<file path="config.mk">
export PLATFORM = sky130hd
export DESIGN_NAME = osc_settle_timer
export DESIGN_NICKNAME = d
export VERILOG_FILES = /design/src/rtl/osc_settle_pkg.sv /design/src/rtl/osc_settle_cfg.sv /design/src/rtl/osc_settle_count.sv /design/src/rtl/osc_settle_decode.sv /design/src/rtl/osc_settle_timer.sv
export SDC_FILE = /design/constraint.sdc
export NUM_CORES = 1
export LEC_CHECK = 0
export CORE_MARGIN = 3
export CORE_UTILIZATION = 30
export DETAILED_ROUTE_END_ITERATION = 8
export SYNTH_ARGS = -nofsm -noshare
export SYNTH_HDL_FRONTEND = slang
export SYNTH_SLANG_ARGS = --single-unit
</file>
<file path="constraint.sdc">
create_clock -name clk -period 2.8 [get_ports clk]
set_clock_uncertainty 0.05 [all_clocks]
set_input_delay 0.7 -clock clk [delete_from_list [all_inputs] [get_ports clk]]
set_output_delay 0.7 -clock clk [all_outputs]
set_load 0.01 [all_outputs]
</file>
<file path="src/rtl/osc_settle_pkg.sv">
package osc_settle_pkg;
  localparam int SEL_W  = 3;
  localparam int NCODES = 1 << SEL_W;
  localparam int CNT_W  = 19;

  // Exponent of the wait length for each code; 12, 14 and 16 are skipped.
  function automatic logic [4:0] wait_exp(input logic [SEL_W-1:0] code);
    logic [4:0] e;
    case (code)
      3'd4:    e = 5'd13;
      3'd5:    e = 5'd15;
      3'd6:    e = 5'd17;
      3'd7:    e = 5'd18;
      default: e = 5'd8 + {2'b00, code};
    endcase
    return e;
  endfunction

  function automatic logic [CNT_W-1:0] wait_len(input logic [SEL_W-1:0] code);
    logic [CNT_W-1:0] one;
    one = {{(CNT_W-1){1'b0}}, 1'b1};
    return one << wait_exp(code);
  endfunction
endpackage

</file>
<file path="src/rtl/osc_settle_cfg.sv">
module osc_settle_cfg
  import osc_settle_pkg::*;
#(
  parameter int REG_W = 8,
  parameter logic [SEL_W-1:0] RST_CODE = '1
) (
  input  logic             clk,
  input  logic             rst_n,
  input  logic             cfg_we,
  input  logic [REG_W-1:0] cfg_wdata,
  output logic [REG_W-1:0] cfg_rdata,
  output logic [SEL_W-1:0] sel_code
);
  localparam int PAD_W = REG_W - SEL_W;

  logic [SEL_W-1:0] sel_q;

  always_ff @(posedge clk or negedge rst_n) begin
    if (!rst_n)      sel_q <= RST_CODE;
    else if (cfg_we) sel_q <= cfg_wdata[SEL_W-1:0];
  end

  assign sel_code  = sel_q;
  assign cfg_rdata = {{PAD_W{1'b0}}, sel_q};

  // a write is visible on the next cycle whatever the counter is doing
  assert_write_lands_R9: assert property (@(posedge clk) disable iff (!rst_n)
    cfg_we |=> (sel_code == $past(cfg_wdata[SEL_W-1:0])));
endmodule

</file>
<file path="src/rtl/osc_settle_count.sv">
module osc_settle_count
  import osc_settle_pkg::*;
(
  input  logic             clk,
  input  logic             rst_n,
  input  logic             osc_en,
  input  logic             stop_mode,
  input  logic             osc_tick,
  input  logic [SEL_W-1:0] sel_in,
  output logic [CNT_W-1:0] cnt,
  output logic [SEL_W-1:0] sel_act,
  output logic             active,
  output logic             at_limit
);
  logic             go;
  logic             start_evt;
  logic             advance;
  logic [CNT_W-1:0] cnt_q;
  logic [SEL_W-1:0] sel_act_q;
  logic             active_q;

  assign go        = osc_en & ~stop_mode;
  assign start_evt = go & ~active_q;
  assign at_limit  = (cnt_q == wait_len(sel_act_q));
  assign advance   = active_q & go & osc_tick & ~at_limit;

  always_ff @(posedge clk or negedge rst_n) begin
    if (!rst_n) begin
      cnt_q     <= '0;
      sel_act_q <= '1;
      active_q  <= 1'b0;
    end else if (!go) begin
      cnt_q    <= '0;
      active_q <= 1'b0;
    end else if (start_evt) begin
      cnt_q     <= '0;
      sel_act_q <= sel_in;
      active_q  <= 1'b1;
    end else if (advance) begin
      cnt_q <= cnt_q + 1'b1;
    end
  end

  assign cnt     = cnt_q;
  assign sel_act = sel_act_q;
  assign active  = active_q;

  // leaving the running condition wipes the count
  assert_clear_R8: assert property (@(posedge clk) disable iff (!rst_n)
    !go |=> (cnt == '0 && !active));
  // a start always begins at zero
  assert_start_zero_R5: assert property (@(posedge clk) disable iff (!rst_n)
    start_evt |=> (cnt == '0 && active));
  // no tick, no progress
  assert_hold_no_tick_R4: assert property (@(posedge clk) disable iff (!rst_n)
    (active && go && !osc_tick) |=> $stable(cnt));
  // once reached, the limit is kept while running
  assert_saturate_R10: assert property (@(posedge clk) disable iff (!rst_n)
    (active && go && at_limit) |=> at_limit);
  // the captured code does not follow register writes mid-count
  assert_code_held_R9: assert property (@(posedge clk) disable iff (!rst_n)
    (active && go) |=> $stable(sel_act));
endmodule

</file>
<file path="src/rtl/osc_settle_decode.sv">
module osc_settle_decode
  import osc_settle_pkg::*;
(
  input  logic              clk,
  input  logic              rst_n,
  input  logic [CNT_W-1:0]  cnt,
  input  logic [SEL_W-1:0]  sel_act,
  input  logic              active,
  input  logic              at_limit,
  output logic [NCODES-1:0] status,
  output logic              ready
);
  for (genvar i = 0; i < NCODES; i++) begin : g_thr
    assign status[i] = active && (SEL_W'(i) <= sel_act) &&
                       (cnt >= wait_len(SEL_W'(i)));
  end

  assign ready = active & at_limit;

  // at the limit, exactly the bits up to the captured code are set
  assert_ready_status_R7: assert property (@(posedge clk) disable iff (!rst_n)
    ready |-> ($countones(status) == 32'(sel_act) + 1));
  // the bit of the captured code is never set ahead of ready
  assert_top_bit_R6: assert property (@(posedge clk) disable iff (!rst_n)
    status[sel_act] |-> ready);
endmodule

</file>
<file path="src/rtl/osc_settle_timer.sv">
module osc_settle_timer
  import osc_settle_pkg::*;
#(
  parameter int REG_W = 8
) (
  input  logic             clk,
  input  logic             rst_n,
  input  logic             osc_en,
  input  logic             stop_mode,
  input  logic             osc_tick,
  input  logic             cfg_we,
  input  logic [REG_W-1:0] cfg_wdata,
  output logic [REG_W-1:0] cfg_rdata,
  output logic [7:0]       settle_status,
  output logic             clk_ready
);
  logic [SEL_W-1:0]  sel_code;
  logic [SEL_W-1:0]  sel_act;
  logic [CNT_W-1:0]  cnt;
  logic              active;
  logic              at_limit;
  logic [NCODES-1:0] status_w;

  osc_settle_cfg #(.REG_W(REG_W), .RST_CODE(3'd7)) u_cfg (
    .clk(clk), .rst_n(rst_n), .cfg_we(cfg_we), .cfg_wdata(cfg_wdata),
    .cfg_rdata(cfg_rdata), .sel_code(sel_code)
  );

  osc_settle_count u_count (
    .clk(clk), .rst_n(rst_n), .osc_en(osc_en), .stop_mode(stop_mode),
    .osc_tick(osc_tick), .sel_in(sel_code), .cnt(cnt), .sel_act(sel_act),
    .active(active), .at_limit(at_limit)
  );

  osc_settle_decode u_decode (
    .clk(clk), .rst_n(rst_n), .cnt(cnt), .sel_act(sel_act), .active(active),
    .at_limit(at_limit), .status(status_w), .ready(clk_ready)
  );

  assign settle_status = status_w;
endmodule

</file>
## Word-level counts from Yosys, hierarchy flattened

Index checks and enable logic that the tools add are counted.
W data, S select, Z words.

- Flip-flop bits (word level): 26
- Bits in latches: 0
- Bits in writable memories: 0
- ROM bits: 0
- Input bits: 14
- Output and inout port bits: 17
- Logic and storage cells: 62
- Memories: 0

- Add/sub/neg operators: 2
- $mul: 0
- Div/mod/pow operators: 0
- Order comparisons: 16
- Equality and inequality tests: 7
- Shift-type cells: 1
- Muxes and demuxes: 6
- Bitwise gates (word level): 9
- Reductions and logical operators: 17

Operators with widths:

| cell | count |
|---|---|
| $mux W19 | 3 |
| $pmux W5 S4 | 1 |
| $add A19 B1 Y19 const B | 1 |
| $eq A19 B19 Y1 | 1 |
| $ge A19 B10 Y1 const B | 1 |
| $ge A19 B11 Y1 const B | 1 |
| $ge A19 B12 Y1 const B | 1 |
| $ge A19 B14 Y1 const B | 1 |
| $ge A19 B16 Y1 const B | 1 |
| $ge A19 B18 Y1 const B | 1 |
| $ge A19 B19 Y1 const B | 1 |
| $ge A19 B9 Y1 const B | 1 |
| $shl A1 B5 Y19 const A | 1 |
| $logic_and A1 B1 Y1 | 16 |
| $eq A3 B3 Y1 const B | 4 |
| $le A3 B3 Y1 const A | 4 |
| $and A1 B1 Y1 | 6 |
| $le A1 B3 Y1 const A | 2 |
| $le A2 B3 Y1 const A | 2 |
| $add A4 B3 Y5 const A | 1 |
| $ne A3 B3 Y1 const B | 1 |
| $not A1 Y1 | 3 |
| $mux W1 | 2 |
| $ne A2 B2 Y1 const B | 1 |
| $reduce_and A2 Y1 | 1 |

## Longest topological paths before layout

- Word-level depth: 9
- Gate-level depth with buffers: 9
- Gate-level depth less buffers: 8

## By module

Synthesis repeated with hierarchy kept, for this count alone.

- Cells, all modules: 180
- Area, all modules: 1,635.3 um2

Modules (own cells, without submodules):

| module | instances | cells an instance | area each (um2) | seq. area each (um2) |
|---|---|---|---|---|
| osc_settle_count | 1 | 143 | 1,326.3 | 579.3 |
| osc_settle_cfg | 1 | 15 | 176.4 | 78.8 |
| osc_settle_decode | 1 | 22 | 132.6 | 0.0 |

## Worst setup path before layout

OpenSTA, ideal clock, no wires.

- Path kind: register to output
- Start: register u_count.cnt_q[0], in the netlist u_count.cnt[0]
- End: output clk_ready
- Data arrival time: 1.573 ns
- Data required time: 2.050 ns
- Slack: 0.477 ns
- Stages on the path, launching flop included: 7
- Path buffers: 0
- Cells stage by stage: dfrtp_1 > inv_1 > ha_1 > nor4b_2 > o2111a_1 > o221ai_2 > nor4_1

- Word-level cells in the longest chain between the ends: 2

RTL lines:

| element | RTL line | RTL |
|---|---|---|
| start: declaration | osc_settle_count.sv:18 | `logic [CNT_W-1:0] cnt_q;` |
| start signal: assignment | osc_settle_count.sv:40 | `cnt_q <= cnt_q + 1'b1;` |
| $eq A19 B19 Y1 | osc_settle_count.sv:24 | `assign at_limit = (cnt_q == wait_len(sel_act_q));` |
| $and A1 B1 Y1 | osc_settle_decode.sv:18 | `assign ready = active & at_limit;` |
| end: declaration | osc_settle_timer.sv:15 | `output logic clk_ready` |

Every way passes these cells.

## Worst setup path after layout

- Start: register u_count.cnt_q[16], in the netlist u_count.cnt[16]
- End: output settle_status[0]

- Word-level cells in the longest chain between the ends: 2

RTL lines:

| element | RTL line | RTL |
|---|---|---|
| $ge A19 B9 Y1 | osc_settle_decode.sv:15 | `(cnt >= wait_len(SEL_W'(i)));` |
| $logic_and A1 B1 Y1 | osc_settle_decode.sv:14 | `assign status[i] = active && (SEL_W'(i) <= sel_act) &&` |
| end: declaration | osc_settle_timer.sv:14 | `output logic [7:0] settle_status,` |

Every way passes these cells.

==> results by group <==
Logic synthesis
  – Post-Synth Simple-Gate Area: 27.58%
  – Fraction of registers with async set/reset: 100.0%
  – Largest family of logic cells by synthesized area: simple AND/OR/NAND/NOR gates
  – Number of storage elements in the synthesis netlist: 26
  – Xor-xnor portion of the synthesized cell area: 3.097%
  – Distinct cell type count after synthesis: 49
  – Main area contributors after synthesis: sky130_fd_sc_hd__dfrtp_1 29%, sky130_fd_sc_hd__dfstp_2 9.3%, sky130_fd_sc_hd__nand2_1 4.2%
  – Post-synthesis area per instance: 8.930 sq um
  – Cell taking the most area after synthesis: sky130_fd_sc_hd__dfrtp_1
  – Area share of fa/ha/maj cells after synthesis: 2.212%
  – Mux contribution to synthesized area: 2.655%
  – Syn Inst Count: 190
  – Total of warnings raised by yosys: 0
  – Number of flops mapped to enable cells by yosys: 0
  – Netlist Area Pre-Place: 0.001697 sq mm
  – Sequential cell area fraction in the yosys report: 38.79%
  – Area share of the largest cell type after synthesis: 29.50%
  – Compound-Gate Fraction of Synth Area: 16.74%
  – Dominant register cell in the synthesized netlist: sky130_fd_sc_hd__dfrtp_1

Detailed routing
  – Number of vias after detailed routing: 1,489
  – First-iteration detailed-routing DRC count: 83
  – Routed len/inst: 13.69 um
  – DRC: 0
  – Routed via count divided by cell count: 5.047
  – Total Wirelength: 4038 um
  – Length of the first detailed-routing pass in iterations: 4
  – Antenna-violating nets left: 0

Placed design
  – Routability Congestion: 0.7879
  – Quantity of I/O buffers inserted on ports: 20
  – Post-place instance area: 0.002009 sq mm
  – Dpl hpwl: 3070 um

Critical path
  – Slowest CP cell: sky130_fd_sc_hd__dfrtp_2
  – Cell breakdown of the critical path: nor2_1 > nand2_1 > nor3_2 > nand2_1 > or3_1 > o21a_1 > dlygate4sd2_1
  – Crit path top cell by count: sky130_fd_sc_hd__nand2_1
  – Peak per-stage delay on the critical path: 0.42 ns
  – Endpoint class of the critical path: primary output
  – Depth of the worst register-to-register path: 7
  – Startpoint type of the worst setup path: flop
  – Reg-to-reg setup timing slack: 0.41 ns
  – Data arrival time of the critical path: 1.94 ns
  – Required time of the worst setup path: 2.05 ns
  – Type of the setup path with the least slack: reg2out
  – Largest fanout on the critical path: 2
  – Startpoint of the worst register-to-register path: u_count.sel_act[2]
  – Worst setup path startpoint: u_count.cnt[16]

Floorplanning
  – Top Ports: 31
  – Site row count: 26
  – Die Footprint: 0.006593 sq mm
  – Core Region: 0.005303 sq mm
  – Horiz. Die Dim: 81.20 um
  – Vertical die dimension: 81.20 um
  – Effective utilization at floorplan: 32.00%

Global routing
  – Grt total ovfl: 0
  – Global router's overall resource usage: 13.51%
  – Global-route wire length before repair: 7017 um
  – Largest net degree at the start of global routing: 27
  – Number of global-route vias before repair: 1,421
  – Number of antenna violations at the first check in global routing: 0

Clocking
  – Clock sinks: 26
  – Clk_lat worst skew: 0.26 ns
  – Root buffer selected by CTS: sky130_fd_sc_hd__clkbuf_8
  – Total clock buffers created by CTS: 3
  – CTS tree: built
  – H-tree depth: 1
  – Clock slew at reported path FFs: 0.09 ns
  – Clk buf depth: 2

Timing
  – Final setup violation count: 0
  – Pins Over Slew Limit: 0
  – Tightest slew margin relative to the limit: 59.87%
  – Final hold violation count: 0
  – RSZ-0062 raised after global routing: no
  – Final setup TNS: 0 ns
  – Final worst-path cycle share: 95.94%
  – Worst Max-Slew Pin Slew: 0.6019 ns
  – Highest clock frequency the design can meet: 372.2 MHz
  – Shortest clock period the worst path allows after layout: 2.686 ns

Final layout
  – Area grow syn2layout: 24.71%
  – Commonest cells after routing, fill and taps aside: 19 x sky130_fd_sc_hd__nand2_1, 19 x sky130_fd_sc_hd__buf_4, 19 x sky130_fd_sc_hd__dfrtp_1
  – Fraction of final layout cells with drive strength greater than 1: 22.67%
  – Post-layout instance area: 0.002116 sq mm
  – Antenna diode instance count: 0
  – Net total in the final layout: 243

Worst hold path
  – Hold-critical path depth: 2
  – Hold wc startpoint: u_cfg.sel_code[1]
  – Hold Crit Class: reg2reg

Power and ir drop
  – Leak Pwr: 0.8261 nW
  – Total power consumption of the routed design: 0.8503 mW
  – Pwr Density: 401.9 mW/mm^2
  – VDD IR max: 0.3159 mV

Run status
  – Run status: finished clean

Run
  – Reported max-cap violation count: 0
## logic make-up (layout without fill, tap and decap cells)
family / Yosys count / after routing
compound gates: 42 / 42
flops: 26 / 26
fa+ha+maj: 3 / 3
other cells: 1 / 5
simple gates: 87 / 87
mux: 4 / 4
buf+inv: 21 / 52
xor+xnor: 6 / 6
## sequential cells by signal (all words and copies together) (netlist names)
signal           flops
u_cfg.sel_code       3
u_count.active       1
u_count.cnt         19
u_count.sel_act      3
## path summary, 6_finish.rpt
path | end
setup / recovery | settle_status[0]
hold / removal | u_count.sel_act[1]
setup reg to reg | u_count.cnt[18]
hold reg to reg | u_count.sel_act[1]
max in group asynchronous | u_count.sel_act[0]
min in group asynchronous | u_count.active
## layer usage
| metal | part of all wire (%) | global-route usage (%) |
|---|---|---|
| met1 | 47 | 19.63 |
| met2 | 47 | 20.53 |
| met3 | 5.3 | 2.217 |
| met4 | 1.3 | 3.885 |
| met5 | 0 | 0 |
## area by class of cell
cell class | instances | area [sq um]
sequential | 26 | 659.4
tap | 70 | 87.58
inverter | 8 | 30.03
multi-input combinational | 147 | 928.4
timing repair buffer | 40 | 355.3
clock buffer | 4 | 55.05
fill | 547 | 3187
## power breakdown
part	total [mW]	switching, mW	internal, mW
registers	0.422	0.0229	0.399
clock network	0.241	0.116	0.125
logic	0.186	0.0996	0.0868
total	0.850	0.239	0.612
## Yosys cell counts (all sizes together), types with 3 or more instances
master / instances
dfrtp: 20
nand2: 20
nor2: 18
a21oi: 14
buf: 13
o21ai: 10
nand3: 9
inv: 8
or3: 8
dfstp: 6
nor3: 6
a211oi: 4
mux2: 4
nand2b: 4
nand4: 4
o31ai: 4
xor2: 4
ha: 3
or4: 3
## critical path, delay by kind of cell (launching register included)
family,cells,cell delay (ns)
AOI/OAI and AO/OA,1,0.19
and+or+nand+nor,5,0.78
buffers and inverters,1,0.28
DFF,1,0.42
## stage by stage
step / util (%) / setup WS [ns] / hold slack, ns / instances
floorplan: - / 0.4772 / 0.3544 / 194
global placement: 37.90 / 0.04325 / 0.4253 / 288
detailed placement: 37.90 / 0.02863 / 0.4298 / 288
CTS: 39.31 / 0.01596 / 0.4439 / 294
global route: 39.90 / 0.006053 / 0.4842 / 295
finish: 39.90 / 0.1136 / 0.4394 / 295
## what timing repair did
action	4_1_cts	5_1_grt
endpoints found under the setup margin	3	2
gates cloned	0	0
resized for setup	6	4
hold buffers	0	0
pin swaps	1	0
setup buffers	2	1
Power figures use the tool's default switching activity.
